--- config.mk ---
export PLATFORM = sky130hd
export DESIGN_NAME = apa_power_acc
export DESIGN_NICKNAME = d
export VERILOG_FILES = /design/src/rtl/apa_pkg.sv /design/src/rtl/apa_sample_ctr.sv /design/src/rtl/apa_phase_mac.sv /design/src/rtl/apa_energy_acc.sv /design/src/rtl/apa_power_acc.sv
export SDC_FILE = /design/constraint.sdc
export NUM_CORES = 2
export LEC_CHECK = 0
export BUFFER_PORTS_ARGS = -buffer_cell sky130_fd_sc_hd__buf_2
export CELL_PAD_IN_SITES_DETAIL_PLACEMENT = 0
export CELL_PAD_IN_SITES_GLOBAL_PLACEMENT = 1
export CORE_ASPECT_RATIO = 1.5
export CORE_UTILIZATION = 30
export DETAILED_ROUTE_END_ITERATION = 8
export PLACE_DENSITY = 0.53
export RECOVER_POWER = 25
export SETUP_SLACK_MARGIN = 0.4
export SLEW_MARGIN = 15
export SYNTH_ARGS = -nofsm -noshare
export SYNTH_HDL_FRONTEND = slang
export SYNTH_HIERARCHICAL = 1
export SYNTH_SLANG_ARGS = --single-unit
--- constraint.sdc ---
create_clock -name clk -period 49.9 [get_ports clk]
set_clock_uncertainty 0.2 [all_clocks]
set_input_delay 7.485 -clock clk [delete_from_list [all_inputs] [get_ports clk]]
set_output_delay 7.485 -clock clk [all_outputs]
set_load 0.05 [all_outputs]
--- src/rtl/apa_pkg.sv ---
`timescale 1ns/1ps
package apa_pkg;
  localparam int unsigned PH_W = 2;
  typedef logic [PH_W-1:0] ph_t;
endpackage

--- src/rtl/apa_sample_ctr.sv ---
`timescale 1ns/1ps
module apa_sample_ctr
  import apa_pkg::*;
#(
  parameter int unsigned PHASES     = 3,
  parameter int unsigned CYC_LEN    = 64,
  parameter int unsigned PERIOD_CYC = 10
) (
  input  logic clk,
  input  logic rst_n,
  input  logic smp_vld,
  input  ph_t  smp_ph,
  output logic cycle_end,
  output logic period_end
);
  localparam int unsigned CYC_W = (CYC_LEN > 1) ? $clog2(CYC_LEN) : 1;
  localparam int unsigned PER_W = (PERIOD_CYC > 1) ? $clog2(PERIOD_CYC) : 1;

  logic [CYC_W-1:0] grp_q, grp_nx;
  logic [PER_W-1:0] per_q, per_nx;
  logic             last_ph;

  assign last_ph    = smp_vld && (smp_ph == ph_t'(PHASES - 1));
  assign cycle_end  = last_ph && (grp_q == CYC_W'(CYC_LEN - 1));
  assign period_end = cycle_end && (per_q == PER_W'(PERIOD_CYC - 1));

  always_comb begin
    grp_nx = grp_q;
    per_nx = per_q;
    if (last_ph) begin
      grp_nx = cycle_end ? '0 : grp_q + 1'b1;
    end
    if (cycle_end) begin
      per_nx = period_end ? '0 : per_q + 1'b1;
    end
  end

  always_ff @(posedge clk or negedge rst_n) begin
    if (!rst_n) begin
      grp_q <= '0;
      per_q <= '0;
    end else begin
      grp_q <= grp_nx;
      per_q <= per_nx;
    end
  end

  // the group count restarts after a completed cycle
  a_r5_group_restart: assert property (@(posedge clk) disable iff (!rst_n)
    cycle_end |=> (grp_q == '0));

  // the period count restarts after a period ends
  a_r8_period_restart: assert property (@(posedge clk) disable iff (!rst_n)
    period_end |=> (per_q == '0));
endmodule

--- src/rtl/apa_phase_mac.sv ---
`timescale 1ns/1ps
module apa_phase_mac
  import apa_pkg::*;
#(
  parameter int unsigned SMP_W   = 16,
  parameter int unsigned CYC_LEN = 64,
  parameter int unsigned PH_IDX  = 0
) (
  input  logic                 clk,
  input  logic                 rst_n,
  input  logic                 smp_vld,
  input  ph_t                  smp_ph,
  input  logic [SMP_W-1:0]     smp_i,
  input  logic [SMP_W-1:0]     smp_u,
  input  logic                 cycle_end,
  output logic [2*SMP_W-1:0]   cyc_pwr
);
  localparam int unsigned POW_W    = 2 * SMP_W;
  localparam int unsigned CYC_LOG2 = $clog2(CYC_LEN);
  localparam int unsigned SUM_W    = POW_W + CYC_LOG2;

  logic signed [SMP_W-1:0] s_i, s_u;
  logic signed [POW_W-1:0] prod;
  logic signed [SUM_W-1:0] prod_ext, sum_in, sum_q, sum_nx, scaled;
  logic        [POW_W-1:0] pwr_q, pwr_nx;
  logic                    take;

  assign s_i      = smp_i;
  assign s_u      = smp_u;
  assign take     = smp_vld && (smp_ph == ph_t'(PH_IDX));
  assign prod     = s_i * s_u;
  assign prod_ext = take ? SUM_W'(prod) : '0;
  assign sum_in   = sum_q + prod_ext;
  assign scaled   = sum_in >>> CYC_LOG2;

  always_comb begin
    sum_nx = sum_in;
    pwr_nx = pwr_q;
    if (cycle_end) begin
      sum_nx = '0;
      pwr_nx = POW_W'(scaled);
    end
  end

  always_ff @(posedge clk or negedge rst_n) begin
    if (!rst_n) begin
      sum_q <= '0;
      pwr_q <= '0;
    end else begin
      sum_q <= sum_nx;
      pwr_q <= pwr_nx;
    end
  end

  assign cyc_pwr = pwr_q;

  // cycle power changes only at a cycle boundary
  a_r2_pwr_hold: assert property (@(posedge clk) disable iff (!rst_n)
    !cycle_end |=> $stable(cyc_pwr));

  // samples of other phases leave the running sum alone
  a_r5_foreign_ignored: assert property (@(posedge clk) disable iff (!rst_n)
    (!take && !cycle_end) |=> $stable(sum_q));
endmodule

--- src/rtl/apa_energy_acc.sv ---
`timescale 1ns/1ps
module apa_energy_acc #(
  parameter int unsigned POW_W = 32,
  parameter int unsigned WIN_W = 37,
  parameter int unsigned ACC_W = 48
) (
  input  logic             clk,
  input  logic             rst_n,
  input  logic             cyc_stb,
  input  logic             per_stb,
  input  logic [POW_W-1:0] cyc_pwr,
  output logic [WIN_W-1:0] res_win,
  output logic [ACC_W-1:0] res_imp,
  output logic [ACC_W-1:0] res_exp
);
  logic             neg;
  logic [POW_W-1:0] mag;
  logic [ACC_W:0]   imp_sum, exp_sum;
  logic [ACC_W-1:0] imp_q, imp_nx, exp_q, exp_nx;
  logic [WIN_W-1:0] win_q, win_nx, win_add;
  logic [WIN_W-1:0] s_win_q, s_win_nx;
  logic [ACC_W-1:0] s_imp_q, s_imp_nx, s_exp_q, s_exp_nx;

  assign neg     = cyc_pwr[POW_W-1];
  assign mag     = neg ? (~cyc_pwr + 1'b1) : cyc_pwr;
  assign imp_sum = {1'b0, imp_q} + (ACC_W+1)'(mag);
  assign exp_sum = {1'b0, exp_q} + (ACC_W+1)'(mag);
  assign win_add = win_q + WIN_W'($signed(cyc_pwr));

  always_comb begin
    imp_nx   = imp_q;
    exp_nx   = exp_q;
    win_nx   = win_q;
    s_win_nx = s_win_q;
    s_imp_nx = s_imp_q;
    s_exp_nx = s_exp_q;
    if (cyc_stb) begin
      if (neg) begin
        exp_nx = exp_sum[ACC_W] ? '1 : exp_sum[ACC_W-1:0];
      end else begin
        imp_nx = imp_sum[ACC_W] ? '1 : imp_sum[ACC_W-1:0];
      end
      win_nx = win_add;
      if (per_stb) begin
        s_win_nx = win_add;
        s_imp_nx = imp_nx;
        s_exp_nx = exp_nx;
        win_nx   = '0;
      end
    end
  end

  always_ff @(posedge clk or negedge rst_n) begin
    if (!rst_n) begin
      imp_q   <= '0;
      exp_q   <= '0;
      win_q   <= '0;
      s_win_q <= '0;
      s_imp_q <= '0;
      s_exp_q <= '0;
    end else begin
      imp_q   <= imp_nx;
      exp_q   <= exp_nx;
      win_q   <= win_nx;
      s_win_q <= s_win_nx;
      s_imp_q <= s_imp_nx;
      s_exp_q <= s_exp_nx;
    end
  end

  assign res_win = s_win_q;
  assign res_imp = s_imp_q;
  assign res_exp = s_exp_q;

  // energy never decreases, so saturation cannot wrap
  a_r7_imp_monotonic: assert property (@(posedge clk) disable iff (!rst_n)
    cyc_stb |=> (imp_q >= $past(imp_q)));
  a_r7_exp_monotonic: assert property (@(posedge clk) disable iff (!rst_n)
    cyc_stb |=> (exp_q >= $past(exp_q)));

  // sign steering keeps the other register untouched
  a_r6_neg_skips_imp: assert property (@(posedge clk) disable iff (!rst_n)
    (cyc_stb && neg) |=> (imp_q == $past(imp_q)));
  a_r6_pos_skips_exp: assert property (@(posedge clk) disable iff (!rst_n)
    (cyc_stb && !neg) |=> (exp_q == $past(exp_q)));
endmodule

--- src/rtl/apa_power_acc.sv ---
`timescale 1ns/1ps
module apa_power_acc
  import apa_pkg::*;
#(
  parameter int unsigned PHASES     = 3,
  parameter int unsigned SMP_W      = 16,
  parameter int unsigned CYC_LEN    = 64,
  parameter int unsigned PERIOD_CYC = 10,
  parameter int unsigned ACC_W      = 48,
  parameter int unsigned CNT_W      = 32,
  parameter int unsigned WIN_W      = 2 * SMP_W + $clog2(PERIOD_CYC) + 1
) (
  input  logic                      clk,
  input  logic                      rst_n,
  input  logic                      smp_vld,
  input  logic [PH_W-1:0]           smp_ph,
  input  logic [SMP_W-1:0]          smp_i,
  input  logic [SMP_W-1:0]          smp_u,
  output logic                      cyc_vld,
  output logic [PHASES*2*SMP_W-1:0] cyc_pwr,
  output logic [2*SMP_W+1:0]        cyc_tot,
  output logic                      res_vld,
  output logic [PHASES*WIN_W-1:0]   res_win,
  output logic [WIN_W+1:0]          res_tot,
  output logic [PHASES*ACC_W-1:0]   res_imp,
  output logic [PHASES*ACC_W-1:0]   res_exp,
  output logic [CNT_W-1:0]          res_periods
);
  localparam int unsigned POW_W = 2 * SMP_W;
  localparam int unsigned CTOT_W = POW_W + 2;
  localparam int unsigned RTOT_W = WIN_W + 2;

  logic [1:0]       rst_sync;
  logic             rst_nq;
  logic             cycle_end, period_end;
  logic             cyc_stb_q, per_stb_q, res_vld_q;
  logic             res_vld_nx;
  logic [CNT_W-1:0] period_q, period_nx;
  logic [CTOT_W-1:0] ctot_c;
  logic [RTOT_W-1:0] rtot_c;

  always_ff @(posedge clk or negedge rst_n) begin
    if (!rst_n) begin
      rst_sync <= '0;
    end else begin
      rst_sync <= {rst_sync[0], 1'b1};
    end
  end
  assign rst_nq = rst_sync[1];

  apa_sample_ctr #(
    .PHASES     (PHASES),
    .CYC_LEN    (CYC_LEN),
    .PERIOD_CYC (PERIOD_CYC)
  ) u_ctr (
    .clk        (clk),
    .rst_n      (rst_nq),
    .smp_vld    (smp_vld),
    .smp_ph     (smp_ph),
    .cycle_end  (cycle_end),
    .period_end (period_end)
  );

  for (genvar k = 0; k < PHASES; k++) begin : g_phase
    apa_phase_mac #(
      .SMP_W   (SMP_W),
      .CYC_LEN (CYC_LEN),
      .PH_IDX  (k)
    ) u_mac (
      .clk       (clk),
      .rst_n     (rst_nq),
      .smp_vld   (smp_vld),
      .smp_ph    (smp_ph),
      .smp_i     (smp_i),
      .smp_u     (smp_u),
      .cycle_end (cycle_end),
      .cyc_pwr   (cyc_pwr[k*POW_W +: POW_W])
    );

    apa_energy_acc #(
      .POW_W (POW_W),
      .WIN_W (WIN_W),
      .ACC_W (ACC_W)
    ) u_energy (
      .clk     (clk),
      .rst_n   (rst_nq),
      .cyc_stb (cyc_stb_q),
      .per_stb (per_stb_q),
      .cyc_pwr (cyc_pwr[k*POW_W +: POW_W]),
      .res_win (res_win[k*WIN_W +: WIN_W]),
      .res_imp (res_imp[k*ACC_W +: ACC_W]),
      .res_exp (res_exp[k*ACC_W +: ACC_W])
    );
  end

  always_comb begin
    ctot_c = '0;
    rtot_c = '0;
    for (int k = 0; k < PHASES; k++) begin
      ctot_c = ctot_c + CTOT_W'($signed(cyc_pwr[k*POW_W +: POW_W]));
      rtot_c = rtot_c + RTOT_W'($signed(res_win[k*WIN_W +: WIN_W]));
    end
  end

  always_comb begin
    res_vld_nx = cyc_stb_q && per_stb_q;
    period_nx  = res_vld_nx ? period_q + 1'b1 : period_q;
  end

  always_ff @(posedge clk or negedge rst_nq) begin
    if (!rst_nq) begin
      cyc_stb_q <= 1'b0;
      per_stb_q <= 1'b0;
      res_vld_q <= 1'b0;
      period_q  <= '0;
    end else begin
      cyc_stb_q <= cycle_end;
      per_stb_q <= period_end;
      res_vld_q <= res_vld_nx;
      period_q  <= period_nx;
    end
  end

  assign cyc_vld     = cyc_stb_q;
  assign cyc_tot     = ctot_c;
  assign res_vld     = res_vld_q;
  assign res_tot     = rtot_c;
  assign res_periods = period_q;

  // a snapshot always follows a cycle strobe by one clock
  a_r8_res_after_cycle: assert property (@(posedge clk) disable iff (!rst_nq)
    res_vld |-> $past(cyc_vld));

  // the period count holds between snapshots
  a_r8_count_stable: assert property (@(posedge clk) disable iff (!rst_nq)
    !res_vld |-> $stable(res_periods));

  // each snapshot advances the period count by one
  a_r10_period_step: assert property (@(posedge clk) disable iff (!rst_nq)
    res_vld |-> (res_periods == CNT_W'($past(res_periods) + 1'b1)));

  // the cycle strobe is a single-clock pulse
  a_r2_single_pulse: assert property (@(posedge clk) disable iff (!rst_nq)
    cyc_vld |=> !cyc_vld);
endmodule

=== Yosys cells after proc, flatten, opt, wreduce, memory -nomap -nowiden ===
Index checks and enable logic that the tools add are counted.

* Register bits: 1055
* Input bits: 37
* Logic and storage cells: 95

* Add/subtract/negate cells: 22
* $mul: 1
* Equal/unequal tests: 4
* Multiplexer cells: 26
* Bitwise operators: 3
* Reduce and logical (&&, ||, !) cells: 8

{| class="wikitable"
|+ Operators by type and width
! kind !! number
|-
| 2-to-1 mux 48 bit || 12
|-
| adder 48 x 32 -> 49 bit || 6
|-
| 2-to-1 mux 38 bit || 6
|-
| adder 32 x 1 -> 32 bit, second input constant || 4
|-
| adder 38 bit || 3
|-
| adder 37 bit || 3
|-
| 2-to-1 mux 37 bit || 3
|-
| 2-to-1 mux 32 bit || 3
|-
| NOT 32 bit || 3
|-
| adder 38 x 37 -> 39 bit || 1
|-
| adder 37 x 37 -> 38 bit || 1
|-
| adder 33 x 32 -> 34 bit || 1
|-
| adder 32 x 32 -> 33 bit || 1
|-
| multiplier 16 x 16 -> 32 bit || 1
|-
| adder 6 x 1 -> 6 bit, second input constant || 1
|-
| == test 6 bit, second input constant || 1
|-
| logical AND 1 bit || 6
|-
| 2-to-1 mux 6 bit || 1
|-
| adder 4 x 1 -> 4 bit, second input constant || 1
|-
| == test 4 bit, second input constant || 1
|-
| 2-to-1 mux 4 bit || 1
|-
| == test 2 x 1 -> 1 bit, second input constant || 1
|-
| == test 2 bit, second input constant || 1
|-
| logical NOT 2 bit || 1
|-
| AND reduction 2 bit || 1
|}

=== Depth between registers and ports, before layout ===
* Word-level depth: 6
* Depth in mapped cells: 37

=== Cells and area by module ===
Netlist, hierarchy kept.

{| class="wikitable"
|+ Modules (own cells, without submodules)
! module !! times used !! cells each !! area each (µm²)
|-
| apa_energy_acc || 3 || 1947 || 17021.3
|-
| apa_phase_mac (g_phase[2].u_mac) || 1 || 1577 || 14119.8
|-
| apa_phase_mac (g_phase[0].u_mac) || 1 || 1566 || 14072.2
|-
| apa_phase_mac (g_phase[1].u_mac) || 1 || 1546 || 14000.9
|-
| apa_power_acc || 1 || 738 || 6723.9
|-
| apa_sample_ctr || 1 || 52 || 576.8
|}

=== Worst setup path after synthesis ===
Ideal clock, no wire load.

* Kind: input to register
* Start: in smp_u[1]
* End: reg g_phase[0].u_mac.pwr_q[28]
* Setup time: 0.129 ns
* Arrival time: 15.227 ns
* Path slack: 34.344 ns
* Cell stages on the path: 35
* Buffers on the path: 1
* Cells stage by stage: clkbuf_1 -> nand2_1 -> inv_1 -> fa_1 -> inv_1 -> fa_1 -> inv_1 -> fa_1 -> fa_1 -> fa_1 -> inv_1 -> fa_1 -> inv_1 -> ha_1 -> a21oi_1 -> o21a_1 -> o31ai_1 -> a31o_2 -> a31o_2 -> a21o_1 -> a21o_1 -> a31oi_1 -> xor2_1 -> nor2_1 -> ha_1 -> a21o_1 -> a21o_1 -> a311oi_1 -> o21ai_0 -> a21oi_1 -> o21ai_1 -> or4_1 -> mux2i_1 -> xnor2_1 -> o21ai_1

* Longest elaborated chain between the ends: 3

{| class="wikitable"
|+ RTL lines
! element !! RTL line !! text
|-
| from (decl) || apa_power_acc.sv:18 || <nowiki>input logic [SMP_W-1:0] smp_u,</nowiki>
|-
| multiplier 16 x 16 -> 32 bit || apa_phase_mac.sv:31 || <nowiki>assign prod = s_i * s_u;</nowiki>
|-
| 2-to-1 mux 38 bit || apa_phase_mac.sv:32 || <nowiki>assign prod_ext = take ? SUM_W'(prod) : '0;</nowiki>
|-
| adder 38 bit || apa_phase_mac.sv:33 || <nowiki>assign sum_in = sum_q + prod_ext;</nowiki>
|-
| to (signal assigned) || apa_phase_mac.sv:51 || <nowiki>pwr_q <= pwr_nx;</nowiki>
|-
| to (decl) || apa_phase_mac.sv:25 || <nowiki>logic [POW_W-1:0] pwr_q, pwr_nx;</nowiki>
|}

No other way between the ends.
A chain may end at the register's enable or synchronous reset.

=== Final worst setup path ===
* Start: in smp_i[9]
* End: reg g_phase[2].u_mac.pwr_q[28]

* Longest elaborated chain between the ends: 3

{| class="wikitable"
|+ RTL lines
! element !! RTL line !! text
|-
| from (decl) || apa_power_acc.sv:17 || <nowiki>input logic [SMP_W-1:0] smp_i,</nowiki>
|-
| multiplier 16 x 16 -> 32 bit || apa_phase_mac.sv:31 ||
|-
| 2-to-1 mux 38 bit || apa_phase_mac.sv:32 ||
|-
| adder 38 bit || apa_phase_mac.sv:33 ||
|-
| to (signal assigned) || apa_phase_mac.sv:51 ||
|-
| to (decl) || apa_phase_mac.sv:25 ||
|}

No other way between the ends.

==> results.yml <==
detailed_routing:
  viasPerCell: 5.224
  drcViolationCount: 0
  ant_nets: 0
  num_vias: 85460
  drt_pass1_iterations: 5
  wl_per_cell_microns: 25.22
  dr.first_iter.drc_count: 5196
  drt_wl_total_mm: 412.6
critical_path:
  cpMaxStageDelayCell: "nor3b_1"
  critPathCaptureType: "flip-flop"
  required_ns: 50.39
  start_kind: "input port"
  critical-path-max-stage-delay_ns: 0.71
  cp_common_cell: "fa_1"
  worst_ep_arrival_time_ns: 17.14
  path_max_fanout: 28
  crit_type: "in -> reg"
global_routing:
  grt_pass1_vias: 88980
  grt_usage_pct: 24.11
  grt_max_degree: 153
  antenna_found_initial: 36
  grt_pass1_wl_mm: 603.3
  gr-total-overflow: 0
yosys:
  yosysMostFrequentCell: "nand2_1"
  synth_top_area_share_pct: 26.25
  yosys.area_share.simple_pct: 15.93
  ys_seq_area_share_pct: 26.25
  synth.top_cells.by_area: "dfrtp_1 (26%), fa_1 (17%), ha_1 (9.2%)"
  syn_nets: 12970
  synthesis.area_sq_um: 100600
  muxShareOfSynthArea_pct: 0.5674
  netlist-cell-type-count: 119
  synthArstFlopShare_pct: 100.0
  synth_ff_type: "dfrtp_1"
  avgSynthCellArea_sq_um: 8.883
  synth_top_family_by_area: "adder cells"
  synthAdderAreaFrac_pct: 26.50
  ys_ff_latch: 1055
  synth-compound-area-share_pct: 18.73
  synth_xor_area_share_pct: 6.154
  synth_warnings: 6
  synth_top_area_cell: "dfrtp_1"
  synth_edf_count: 0
  synth_cells: 11320
  yosys-top-cells-count: "nand2_1 (1,199), dfrtp_1 (1,055), inv_1 (1,038), nor2_1 (932), fa_1 (869)"
clock_tree:
  post-cts-setup-buffer-count: 0
  clk_latency_ns: 0.80
  cts_tree: "built"
  cts_resized: 0
  holdBufCountCts: 0
  cts_made_buffers: 114
  clkTransAtPathRegs_ns: 0.07
  htreeDepth: 3
  root_buffer: "clkbuf_16"
  clock_path_buffers: 3
  cts.sinks: 1055
power:
  leakage_nw: 56.42
  peakVddDrop_mv: 0.1264
  powerDensity_nw_per_um2: 62.40
sta:
  hold_viol_final: 0
  final.setup.tns_ns: 0
  period_needed_ns: 16.64
  finalMaxSlewViolations: 1001
  maxSlewHeadroom_pct: -176.8
  post-route-period-util_pct: 33.35
  finalSetupViolations: 0
  tightest_slew_ns: 4.152
  max_freq_mhz: 60.08
  timing.final.ws_setup_ns: 33.26
  grt_setup_unrepaired: "no"
run_status:
  status: "complete, but fails checks"
  failed_checks: "capacitance limit, slew limit"
layout:
  multi_input_area_sq_um: 68290
  area_growth_pct: 12.39
  seq_area_sq_um: 26410
  layout-drive-gt1-share_pct: 9.921
  nNetsFinal: 13450
  fillCellCount: 35320
  utilization_pct: 33.86
run:
  cap_violations: 20
place:
  port-buffer-count: 638
  hpwl_mm: 324.2
  post-place-ws_ns: 32.55
  place_congestion: 0.9059
floorplan:
  start_util_pct: 30.13
  rows: 260
  ios: 639
  die_h_microns: 711.1
  die_w_microns: 474.7
  dieArea_sq_um: 337600
  core_area_sq_um: 333800
min_path:
  hold_class: "reg -> reg"
## final timing paths
path | slack [ns] | to | depth (start not counted) | from
worst max-delay path | 33.26 | g_phase[2].u_mac/cyc_pwr[28] | 30 | smp_i[9]
worst min-delay path | 0.16 | rst_sync[1] | 0 | rst_sync[0]
worst max register to register | 37.36 | g_phase[1].u_energy/exp_q[21] | 6 | rst_sync[1]
worst min register to register | 0.16 | rst_sync[1] | 0 | rst_sync[0]
max in group asynchronous | 37.36 | g_phase[1].u_energy/exp_q[21] | 6 | rst_sync[1]
min in group asynchronous | 1.03 | g_phase[2].u_energy/res_imp[43] | 0 | rst_sync[1]
## cells by family after synthesis
logic type / Yosys count
other: 1
and+or+nand+nor: 3416
buffers and inverters: 1516
DFF: 1055
adders and majority gates: 1608
xor gates and xnor gates: 705
AOI/OAI and AO/OA: 2968
muxes: 51
## cells in the final DEF, fill, tap and decap left out, drive strengths merged, types with 135 or more instances in the layout
cell,netlist,final
a21oi,813,813
a21o,292,292
buf,83,813
inv,1041,1043
fa,869,869
xor2,284,284
nand3,182,182
and2,409,409
a31oi,214,214
xnor2,420,420
nand2,1205,1205
clkbuf,388,174
nor3,135,135
nor2,939,939
o21ai,805,805
dfrtp,1055,1055
ha,739,739
## sequential cells by signal, summed over array words and instances (netlist names)
register and count:
res_vld 1, g_phase.u_mac/cyc_pwr 96, g_phase.u_energy/res_win 111, per_stb_q 1, g_phase.u_energy/win_q 111, cyc_vld 1, g_phase.u_energy/exp_q 144, g_phase.u_energy/imp_q 144
g_phase.u_energy/res_exp 144, g_phase.u_energy/res_imp 144, g_phase.u_mac/sum_q 114, rst_sync 2, res_periods 32, u_ctr/per_q 4, u_ctr/grp_q 6
## power by group
part           switching [W]  leakage (nW)  internal, W
combinational        0.00316          40.0      0.00197
clock               0.000415          2.01     0.000552
sequential         0.0000304          14.4     0.000923
total                0.00361          56.4      0.00344
## metal layers
metal	up-vias	GRT usage, %	routed length [microns]
li1	39680	-	-
met5	-	0	27
met4	4	10.63	20690
met3	478	2.997	17060
met2	1876	42.98	208200
met1	43420	28.68	166700
## cell type report
class	instances	share of cell area (%)
Clock buffer	152	2.828
Clock inverter	58	0.8613
Sequential cell	1055	23.37
Tap cell	4454	4.931
Multi-Input combinational cell	8749	60.43
Inverter	1045	3.475
Antenna cell	11	0.02436
Timing Repair Buffer	835	4.083
## worst max-delay path: cells and delay by family
kind / cells / cell delay (ns)
AOI/OAI and AO/OA: 9 / 2.40
buffers and inverters: 6 / 1.23
adders and majority gates: 8 / 3.64
and+or+nand+nor: 7 / 2.38
## per-stage QoR
step                total power [W]  instances  hold WS, ns  instance area (sq um)
global route               0.007702      16350       0.1793                 113000
detailed placement         0.006112      16140       0.1457                 108900
floorplan                  0.004524      11320       0.1312                 100600
global placement           0.006099      16140       0.1399                 108900
finish                     0.007052      16360       0.1597                 113000
CTS                        0.007124      16350       0.1649                 113100
No activity file was read; power rests on OpenSTA's default activity.
